==> config.mk <==
export PLATFORM = sky130hd
export DESIGN_NAME = bus_idle_gap
export DESIGN_NICKNAME = d
export VERILOG_FILES = /design/src/rtl/bus_idle_gap_pkg.sv /design/src/rtl/bus_idle_gap_rule.sv /design/src/rtl/bus_idle_gap_timer.sv /design/src/rtl/bus_idle_gap.sv
export SDC_FILE = /design/constraint.sdc
export NUM_CORES = 1
export LEC_CHECK = 0
export ABC_CLOCK_PERIOD_IN_PS = 9900
export BUFFER_PORTS_ARGS = -buffer_cell sky130_fd_sc_hd__buf_2
export CAP_MARGIN = 20
export CORE_UTILIZATION = 35
export CTS_BUF_LIST = sky130_fd_sc_hd__clkbuf_8
export CTS_CLUSTER_SIZE = 28
export DETAILED_ROUTE_END_ITERATION = 16
export HOLD_SLACK_MARGIN = 0.03
export SKIP_CTS_REPAIR_TIMING = 1
export SLEW_MARGIN = 30
export SYNTH_ARGS = -nofsm -noshare
export SYNTH_HDL_FRONTEND = slang
export SYNTH_SLANG_ARGS = --single-unit
==> constraint.sdc <==
create_clock -name clk -period 9.9 [get_ports clk]
set_input_delay 1.485 -clock clk [delete_from_list [all_inputs] [get_ports clk]]
set_output_delay 1.485 -clock clk [all_outputs]
set_load 0.02 [all_outputs]
==> src/rtl/bus_idle_gap_pkg.sv <==
package bus_idle_gap_pkg;
  localparam int CODE_W  = 3;
  localparam int N_FIELD = 5;
  localparam int SET_W   = CODE_W * N_FIELD;
  localparam int GAP_W   = 4;

  // field index inside one area's slice
  localparam int FLD_AFTER_WR = 0;
  localparam int FLD_RW_OTHER = 1;
  localparam int FLD_RW_SAME  = 2;
  localparam int FLD_RR_OTHER = 3;
  localparam int FLD_RR_SAME  = 4;

  typedef enum logic [1:0] {
    ST_IDLE  = 2'd0,
    ST_BUSY  = 2'd1,
    ST_BEAT  = 2'd2,
    ST_GRANT = 2'd3
  } gap_state_t;

  // 0,1,2 map to themselves; above that, two cycles per step
  function automatic logic [GAP_W-1:0] code_to_gap(input logic [CODE_W-1:0] code);
    if (code <= 3'd2) return {1'b0, code};
    else              return {code - 3'd1, 1'b0};
  endfunction
endpackage

==> src/rtl/bus_idle_gap_rule.sv <==
module bus_idle_gap_rule
  import bus_idle_gap_pkg::*;
#(
  parameter int N_AREA = 4,
  parameter int AW     = 2
) (
  input  logic [N_AREA*SET_W-1:0] cfg_idle,
  input  logic                    rec_valid,
  input  logic [AW-1:0]           rec_area,
  input  logic                    rec_wr,
  input  logic                    rec_mux,
  input  logic [AW-1:0]           nxt_area,
  input  logic                    nxt_wr,
  input  logic                    nxt_mux,
  input  logic                    release_chk,
  output logic [GAP_W-1:0]        need
);
  int                 fsel;
  logic               same_area;
  logic               mux_floor;
  logic [GAP_W-1:0]   base_gap;
  logic [GAP_W-1:0]   area_gap [N_AREA];

  assign same_area = (rec_area == nxt_area);

  // transition classifier
  always_comb begin
    if (rec_wr)           fsel = FLD_AFTER_WR;
    else if (release_chk) fsel = FLD_RW_OTHER;
    else if (nxt_wr)      fsel = same_area ? FLD_RW_SAME : FLD_RW_OTHER;
    else                  fsel = same_area ? FLD_RR_SAME : FLD_RR_OTHER;
  end

  // decode the selected field for every area, then pick the previous one
  generate
    for (genvar a = 0; a < N_AREA; a++) begin : g_area
      assign area_gap[a] = code_to_gap(cfg_idle[a*SET_W + fsel*CODE_W +: CODE_W]);
    end
  endgenerate

  assign base_gap  = area_gap[rec_area];
  assign mux_floor = !rec_wr && rec_mux && nxt_mux && !release_chk;

  always_comb begin
    if (!rec_valid)                    need = '0;
    else if (mux_floor && base_gap == '0) need = GAP_W'(1);
    else                               need = base_gap;
  end
endmodule

==> src/rtl/bus_idle_gap_timer.sv <==
module bus_idle_gap_timer
  import bus_idle_gap_pkg::*;
(
  input  logic             clk,
  input  logic             rst_n,
  input  logic             clr,
  input  logic             adv,
  output logic [GAP_W-1:0] elapsed
);
  logic [GAP_W-1:0] elapsed_nx;

  always_comb begin
    elapsed_nx = elapsed;
    if (clr)                        elapsed_nx = '0;
    else if (adv && elapsed != '1)  elapsed_nx = elapsed + GAP_W'(1);
  end

  always_ff @(posedge clk or negedge rst_n) begin
    if (!rst_n) elapsed <= '0;
    else        elapsed <= elapsed_nx;
  end
endmodule

==> src/rtl/bus_idle_gap.sv <==
module bus_idle_gap
  import bus_idle_gap_pkg::*;
#(
  parameter int N_AREA = 4,
  parameter int AW     = $clog2(N_AREA)
) (
  input  logic                    clk,
  input  logic                    rst_n,
  input  logic [N_AREA*SET_W-1:0] cfg_idle,
  input  logic                    req_valid,
  output logic                    req_ready,
  input  logic [AW-1:0]           req_area,
  input  logic                    req_wr,
  input  logic [1:0]              req_size,
  input  logic                    req_mux,
  output logic                    seq_start,
  output logic [AW-1:0]           seq_area,
  output logic                    seq_wr,
  output logic                    seq_mux,
  input  logic                    seq_done,
  input  logic                    ext_breq,
  output logic                    ext_bgnt
);
  logic             rst_meta, rst_sync_n;
  gap_state_t       state, state_nx;
  logic             start_c, load_c, beat_c, done_c, drop_c;
  logic [AW-1:0]    cur_area;
  logic             cur_wr, cur_mux;
  logic [1:0]       beats_left, beats_nx;
  logic             rec_valid, rec_wr, rec_mux;
  logic [AW-1:0]    rec_area;
  logic [GAP_W-1:0] need, elapsed;
  logic             gap_met, release_chk;

  // reset: asserted asynchronously, released on a clock edge
  always_ff @(posedge clk or negedge rst_n) begin
    if (!rst_n) begin
      rst_meta   <= 1'b0;
      rst_sync_n <= 1'b0;
    end else begin
      rst_meta   <= 1'b1;
      rst_sync_n <= rst_meta;
    end
  end

  assign release_chk = (state == ST_IDLE) && ext_breq;
  assign seq_area    = (state == ST_IDLE) ? req_area : cur_area;
  assign seq_wr      = (state == ST_IDLE) ? req_wr   : cur_wr;
  assign seq_mux     = (state == ST_IDLE) ? req_mux  : cur_mux;

  bus_idle_gap_rule #(.N_AREA(N_AREA), .AW(AW)) u_rule (
    .cfg_idle    (cfg_idle),
    .rec_valid   (rec_valid),
    .rec_area    (rec_area),
    .rec_wr      (rec_wr),
    .rec_mux     (rec_mux),
    .nxt_area    (seq_area),
    .nxt_wr      (seq_wr),
    .nxt_mux     (seq_mux),
    .release_chk (release_chk),
    .need        (need)
  );

  bus_idle_gap_timer u_timer (
    .clk     (clk),
    .rst_n   (rst_sync_n),
    .clr     (done_c),
    .adv     (state != ST_BUSY),
    .elapsed (elapsed)
  );

  assign gap_met = (elapsed >= need);

  // next-state logic
  always_comb begin
    state_nx = state;
    start_c  = 1'b0;
    load_c   = 1'b0;
    beat_c   = 1'b0;
    done_c   = 1'b0;
    drop_c   = 1'b0;
    case (state)
      ST_IDLE: begin
        if (ext_breq) begin
          if (gap_met) state_nx = ST_GRANT;
        end else if (req_valid && gap_met) begin
          start_c  = 1'b1;
          load_c   = 1'b1;
          state_nx = ST_BUSY;
        end
      end
      ST_BUSY: begin
        if (seq_done) begin
          done_c   = 1'b1;
          state_nx = (beats_left != 2'd0) ? ST_BEAT : ST_IDLE;
        end
      end
      ST_BEAT: begin
        if (gap_met) begin
          start_c  = 1'b1;
          beat_c   = 1'b1;
          state_nx = ST_BUSY;
        end
      end
      ST_GRANT: begin
        if (!ext_breq) begin
          drop_c   = 1'b1;
          state_nx = ST_IDLE;
        end
      end
      default: state_nx = ST_IDLE;
    endcase
  end

  always_comb begin
    beats_nx = beats_left;
    if (load_c) begin
      case (req_size)
        2'd0:    beats_nx = 2'd0;
        2'd1:    beats_nx = 2'd1;
        default: beats_nx = 2'd3;
      endcase
    end else if (beat_c) begin
      beats_nx = beats_left - 2'd1;
    end
  end

  assign seq_start = start_c;
  assign req_ready = load_c;
  assign ext_bgnt  = (state == ST_GRANT);

  // registers
  always_ff @(posedge clk or negedge rst_sync_n) begin
    if (!rst_sync_n) begin
      state      <= ST_IDLE;
      beats_left <= 2'd0;
      cur_area   <= '0;
      cur_wr     <= 1'b0;
      cur_mux    <= 1'b0;
      rec_valid  <= 1'b0;
      rec_area   <= '0;
      rec_wr     <= 1'b0;
      rec_mux    <= 1'b0;
    end else begin
      state      <= state_nx;
      beats_left <= beats_nx;
      if (load_c) begin
        cur_area <= req_area;
        cur_wr   <= req_wr;
        cur_mux  <= req_mux;
      end
      if (done_c) begin
        rec_valid <= 1'b1;
        rec_area  <= cur_area;
        rec_wr    <= cur_wr;
        rec_mux   <= cur_mux;
      end else if (drop_c) begin
        rec_valid <= 1'b0;
      end
    end
  end
endmodule

# Yosys cells after proc, flatten, opt, wreduce, memory -nomap -nowiden
# Cells that the tools add are included.
# totals
elab_cells	104
regBits	19
inputBits	71
# op_classes
addsub	9
multipliers	1
n_mux	42
eq_ne	12
order_cmp	6
shifts	4
n_bitwise	1
n_reduce_logical	17
# ops
operator	count
60-bit by 32-bit indexed part select with 3-bit output	4
32-bit 2-to-1 mux	3
4-bit 2-to-1 mux	10
5-bit by 32-bit adder with 32-bit output, first input constant	1
6-bit by 32-bit adder with 32-bit output, first input constant	1
7-bit by 32-bit adder with 32-bit output, first input constant	1
32-bit by 3-bit multiplier with 32-bit output, second input constant	1
2-bit 2-to-1 mux	11
1-bit 2-to-1 mux	13
3-bit by 2-bit less-or-equal comparator with 1-bit output, second input constant	4
3-bit by 1-bit subtractor with 3-bit output, second input constant	4
4-bit binary-select mux with 2-bit select	1
2-bit one-hot mux with 4 select lines	1
2-bit nonzero test	4
1-bit logical AND	7
2-bit != test, second input constant	3
5-bit AND reduction	1
4-bit by 1-bit adder with 4-bit output, second input constant	1
2-bit by 1-bit == test with 1-bit output, second input constant	2
2-bit == test, second input constant	2
4-bit greater-or-equal comparator	1
2-bit zero test	2
4-bit zero test	1
4-bit != test, second input constant	1
other kinds (11)	12

# Longest topological paths before layout
# depth
word_depth	25
ltp_mapped	45

# Hierarchy
# A second synthesis with hierarchy kept.
# hier_totals
cells_unflattened	1073
hier_area_um2	7967.6
# modules_own_cells
mod	cells_per_inst	area_each_um2	instances
bus_idle_gap_rule	979	6866.6	1
bus_idle_gap	74	872.1	1
bus_idle_gap_timer	20	229.0	1

# Worst setup path before layout
# No wires, ideal clock.
# synth_path
kind	input -> output
from	input port req_area[1]
to	output port seq_start
slack_ns	-0.750
cell_stages	40
required_time_ns	8.415
path_buffers	11
arrival_ns	9.165
path_cell_list	or3b_1 and3_1 o22ai_2 inv_2 buf_2 buf_4 buf_2 ha_1 nand2_1 inv_1 ha_1 clkbuf_1 inv_1 clkbuf_1 buf_1 clkbuf_1 ha_1 clkbuf_1 [... 4 more ...] o211ai_1 a21oi_1 o31ai_1 ha_1 inv_1 a21oi_1 o221ai_1 o31a_1 o31ai_2 ha_1 nand2b_1 a21o_1 a21o_1 a21oi_1 nor4bb_1 clkbuf_1 nor2b_1 inv_1
# synth_via
elab_chain_cells	23
word_cells_on_any_way	40
# synth_rtl
item	line	text
start, declared	bus_idle_gap.sv:12	input logic [AW-1:0] req_area,
2-bit 2-to-1 mux (*)	bus_idle_gap.sv:47	assign seq_area = (state == ST_IDLE) ? req_area : cur_area;
2-bit == test (*)	bus_idle_gap_rule.sv:24	assign same_area = (rec_area == nxt_area);
3-bit 2-to-1 mux or 2-bit 2-to-1 mux (tied branches)	bus_idle_gap_rule.sv:31, bus_idle_gap_rule.sv:30	
32-bit 2-to-1 mux (*)	bus_idle_gap_rule.sv:30	else if (nxt_wr) fsel = same_area ? FLD_RW_SAME : FLD_RW_OTHER;
32-bit 2-to-1 mux (*)	bus_idle_gap_rule.sv:29	else if (release_chk) fsel = FLD_RW_OTHER;
32-bit 2-to-1 mux (*)	bus_idle_gap_rule.sv:28	if (rec_wr) fsel = FLD_AFTER_WR;
32-bit by 3-bit multiplier with 32-bit output (*)	bus_idle_gap_rule.sv:37	assign area_gap[a] = code_to_gap(cfg_idle[a*SET_W + fsel*CODE_W +: CODE_W]);
7-bit by 32-bit adder with 32-bit output (tied with other cells)	bus_idle_gap_rule.sv:37	
[... 7 more ...]	--	
1-bit logical AND	bus_idle_gap_rule.sv:46	else if (mux_floor && base_gap == '0) need = GAP_W'(1);
4-bit 2-to-1 mux (*)	bus_idle_gap_rule.sv:46	
4-bit 2-to-1 mux (*)	bus_idle_gap_rule.sv:45	if (!rec_valid) need = '0;
4-bit greater-or-equal comparator (*)	bus_idle_gap.sv:72	assign gap_met = (elapsed >= need);
1-bit logical AND	bus_idle_gap.sv:86	end else if (req_valid && gap_met) begin
1-bit 2-to-1 mux	bus_idle_gap.sv:86	
1-bit 2-to-1 mux	bus_idle_gap.sv:84	if (ext_breq) begin
1-bit one-hot mux with 2 select lines (*)	bus_idle_gap.sv:82	case (state)
end, declared	bus_idle_gap.sv:16	output logic seq_start,
# Mark *: on every way between the ends. The rest lies on a longest branch, timed or not. The select of a mux whose other input is x is not followed.

# Worst setup path in the final report
# Same ends and word-level chain as after synthesis.

==> metrics.cfg <==
[floorplanning]
die_width_um=140.0
fp.dieH_um=140.0
start_util_pct=35.64
design.core.area_um2=18710
dieArea_um2=19600
num_rows=50
ios=78

[sta]
slew_violations=0
period_needed_ps=9599
fmaxAchievable_mhz=104.2
finalSetupViolations=0
tightest_slew_ps=788.9
fin_skew_ps=2.403
min_period_over_period_pct=96.96
relSlewSlack_pct=47.41
hold_viol_final=0
tns_ps=0

[global_route]
grt_first_pass_wirelength_um=49490
antenna_found_initial=0
grt_max_degree=62
track_usage_pct=32.29
grt_pass1_vias=8295
grt.overflow.total=0

[worst_setup_path]
r2r_slack_ps=2480
cp_max_fo=27
critPathBufInv=6
cp-start-kind=input pin
crit_type=in -> out
crit_cells=35
startpoint=req_area[1]
end_kind=output pin
r2r_end=cur_area[0]
required_ps=8420
worstPathArrival_ps=8110
crit_end=seq_start
crit_path_frequent_cell=ha_1
r2r_start=state[1]
max_stage_delay_ps=390
r2r_cells=30
crit_family=simple AND/OR/NAND/NOR gates
slowest_stage=or3_1

[cells_and_area]
drive_above_1_share_pct=23.02
n_antenna_cell=0
finalNetCount=1101
final_area_um2=7684
syn2layout_area_growth_pct=15.26
final_common_cell=nand2_1
final_cell_mix=nand2_1 (108), buf_2 (77), nor2_1 (74)

[logic_synthesis]
synth_compound_area_share_pct=40.88
synth_edf_count=0
synth_xor_area_share_pct=1.577
synth_cells=963
async_flop_share_pct=100.0
synth_flop_cell=dfrtp_1
synth_adder_area_share_pct=3.941
synthMuxAreaShare_pct=14.75
syn_nets=1055
synth_top_area_share_pct=7.658
postSynthAreaPerCell_um2=6.923
yosysWarnings=0
yosysTopAreaCell=mux2i_1
synth_seq_cells=19
syn-cell-area_um2=6666
synth_top_family_by_area=compound AO/OA/AOI/OAI gates
synthTopCellsByArea=mux2i_1 (7.7%), dfrtp_1 (7.1%), nand2_1 (6.3%)
synth.yosys.seq_area_share_pct=7.132
synth_cell_type_count=88
synth-simple-area-share_pct=23.27

[clocking]
clock_sinks=19
cts_tree=yes
root_buffer=clkbuf_8
path_clk_slew_ps=80
clockBufferDepth=2
clk_latency_ps=260
cts.htree.levels=1
cts_buffers=3

[placement]
place_area_um2=7495
place_hpwl_um=23080
io_buffer_count=77
gp_congestion=1.031

[detailed_routing]
post_drt_via_cell_ratio=7.139
ant_nets=0
drt_iter0_drc=1038
wl_per_cell_um=26.11
drc=0
wirelength_um=32430
route.vias.total=8867
dr.pass1.iters=6

[status]
status=completed

[flow_run]
maxCapViolations=0

[worst_hold_path]
hp-class=reg -> async

## how the worst min path moves through the flow
stage | end | slack, ps | cells past startpoint
floorplan | beats_left[0] | 210 | 0
global placement | cur_area[1] | 310 | 0
detailed placement | u_timer.elapsed[2] | 320 | 0
CTS | beats_left[1] | 320 | 0
global route | rec_valid | 350 | 0
finish | u_timer.elapsed[1] | 290 | 0
## cell type report
| cell class | count | area, um2 |
|---|---|---|
| timing repair buffer | 138 | 884.6 |
| sequential | 19 | 476.7 |
| tap | 234 | 292.8 |
| multi-input combinational | 812 | 5842 |
| clock inverter | 1 | 7.507 |
| fill | 2028 | 11020 |
| inverter | 35 | 138.9 |
| clock buffer | 3 | 41.29 |
## flip-flops by register name, summed over array words and instances, names as in the netlist, 2 cells and up
register and cells:
state 2, beats_left 2, rec_area 2, u_timer.elapsed 4, cur_area 2
## cell families after synthesis
kind of cell    count (synthesis)
flops                          19
fa+ha+maj                      21
mux                            83
xor+xnor                       12
other cells                     1
buf+inv                       132
compound gates                370
simple gates                  325
## per-layer routing
metal | GRT usage (%) | up-vias | share of wire [%]
met2 | 48.05 | 725 | 41
met1 | 43.33 | 4103 | 40
met4 | 19.43 | 0 | 7.3
li1 | - | 3842 | -
met5 | 0 | - | 0
met3 | 5.778 | 197 | 12
## worst register-to-register path, delay by kind of cell, from the launching register on
kind	cells	cell delay, ps
muxes	1	330
buffers and inverters	4	600
AOI/OAI and AO/OA	10	1940
xor gates and xnor gates	1	150
adders and majority gates	5	1420
DFF	1	550
and+or+nand+nor	9	2330
## stage by stage
| step | hold WS, ps | cells | utilization, % | setup slack, ps |
|---|---|---|---|---|
| after floorplan | 213.2 | 963 | - | 32.24 |
| after global placement | 314.4 | 1233 | 40.07 | 228.3 |
| after detailed placement | 323.8 | 1233 | 40.07 | 145.1 |
| after CTS | 323.4 | 1237 | 40.33 | 126.7 |
| after global routing | 346.6 | 1242 | 41.08 | -3.031 |
| final | 292.5 | 1242 | 41.08 | 301.1 |
## synth_stat cells, types with 7 or more instances
cell type and number:
mux2_2 21, xnor2_1 10, a211o_1 7, buf_2 17, nor2b_1 10, dfrtp_1 19
and3_1 13, a31oi_1 15, inv_1 30, a2111oi_0 10, clkbuf_1 61, o21ai_0 43
or3_1 12, a22o_1 9, o221ai_1 20, nand2_1 111, o211ai_1 42, nor4_1 8
nor3_1 21, a211oi_1 35, nand3_1 27, a21oi_1 53, mux4_2 10, and2_1 9
buf_1 11, mux2i_1 51, a221oi_1 8, o311ai_0 8, o211a_1 8, ha_1 21
o22ai_1 23, nor2_1 76
Power is left out: the tool's default activity adds up to more than one toggle a clock period on the data nets, which glitch-free logic cannot reach.
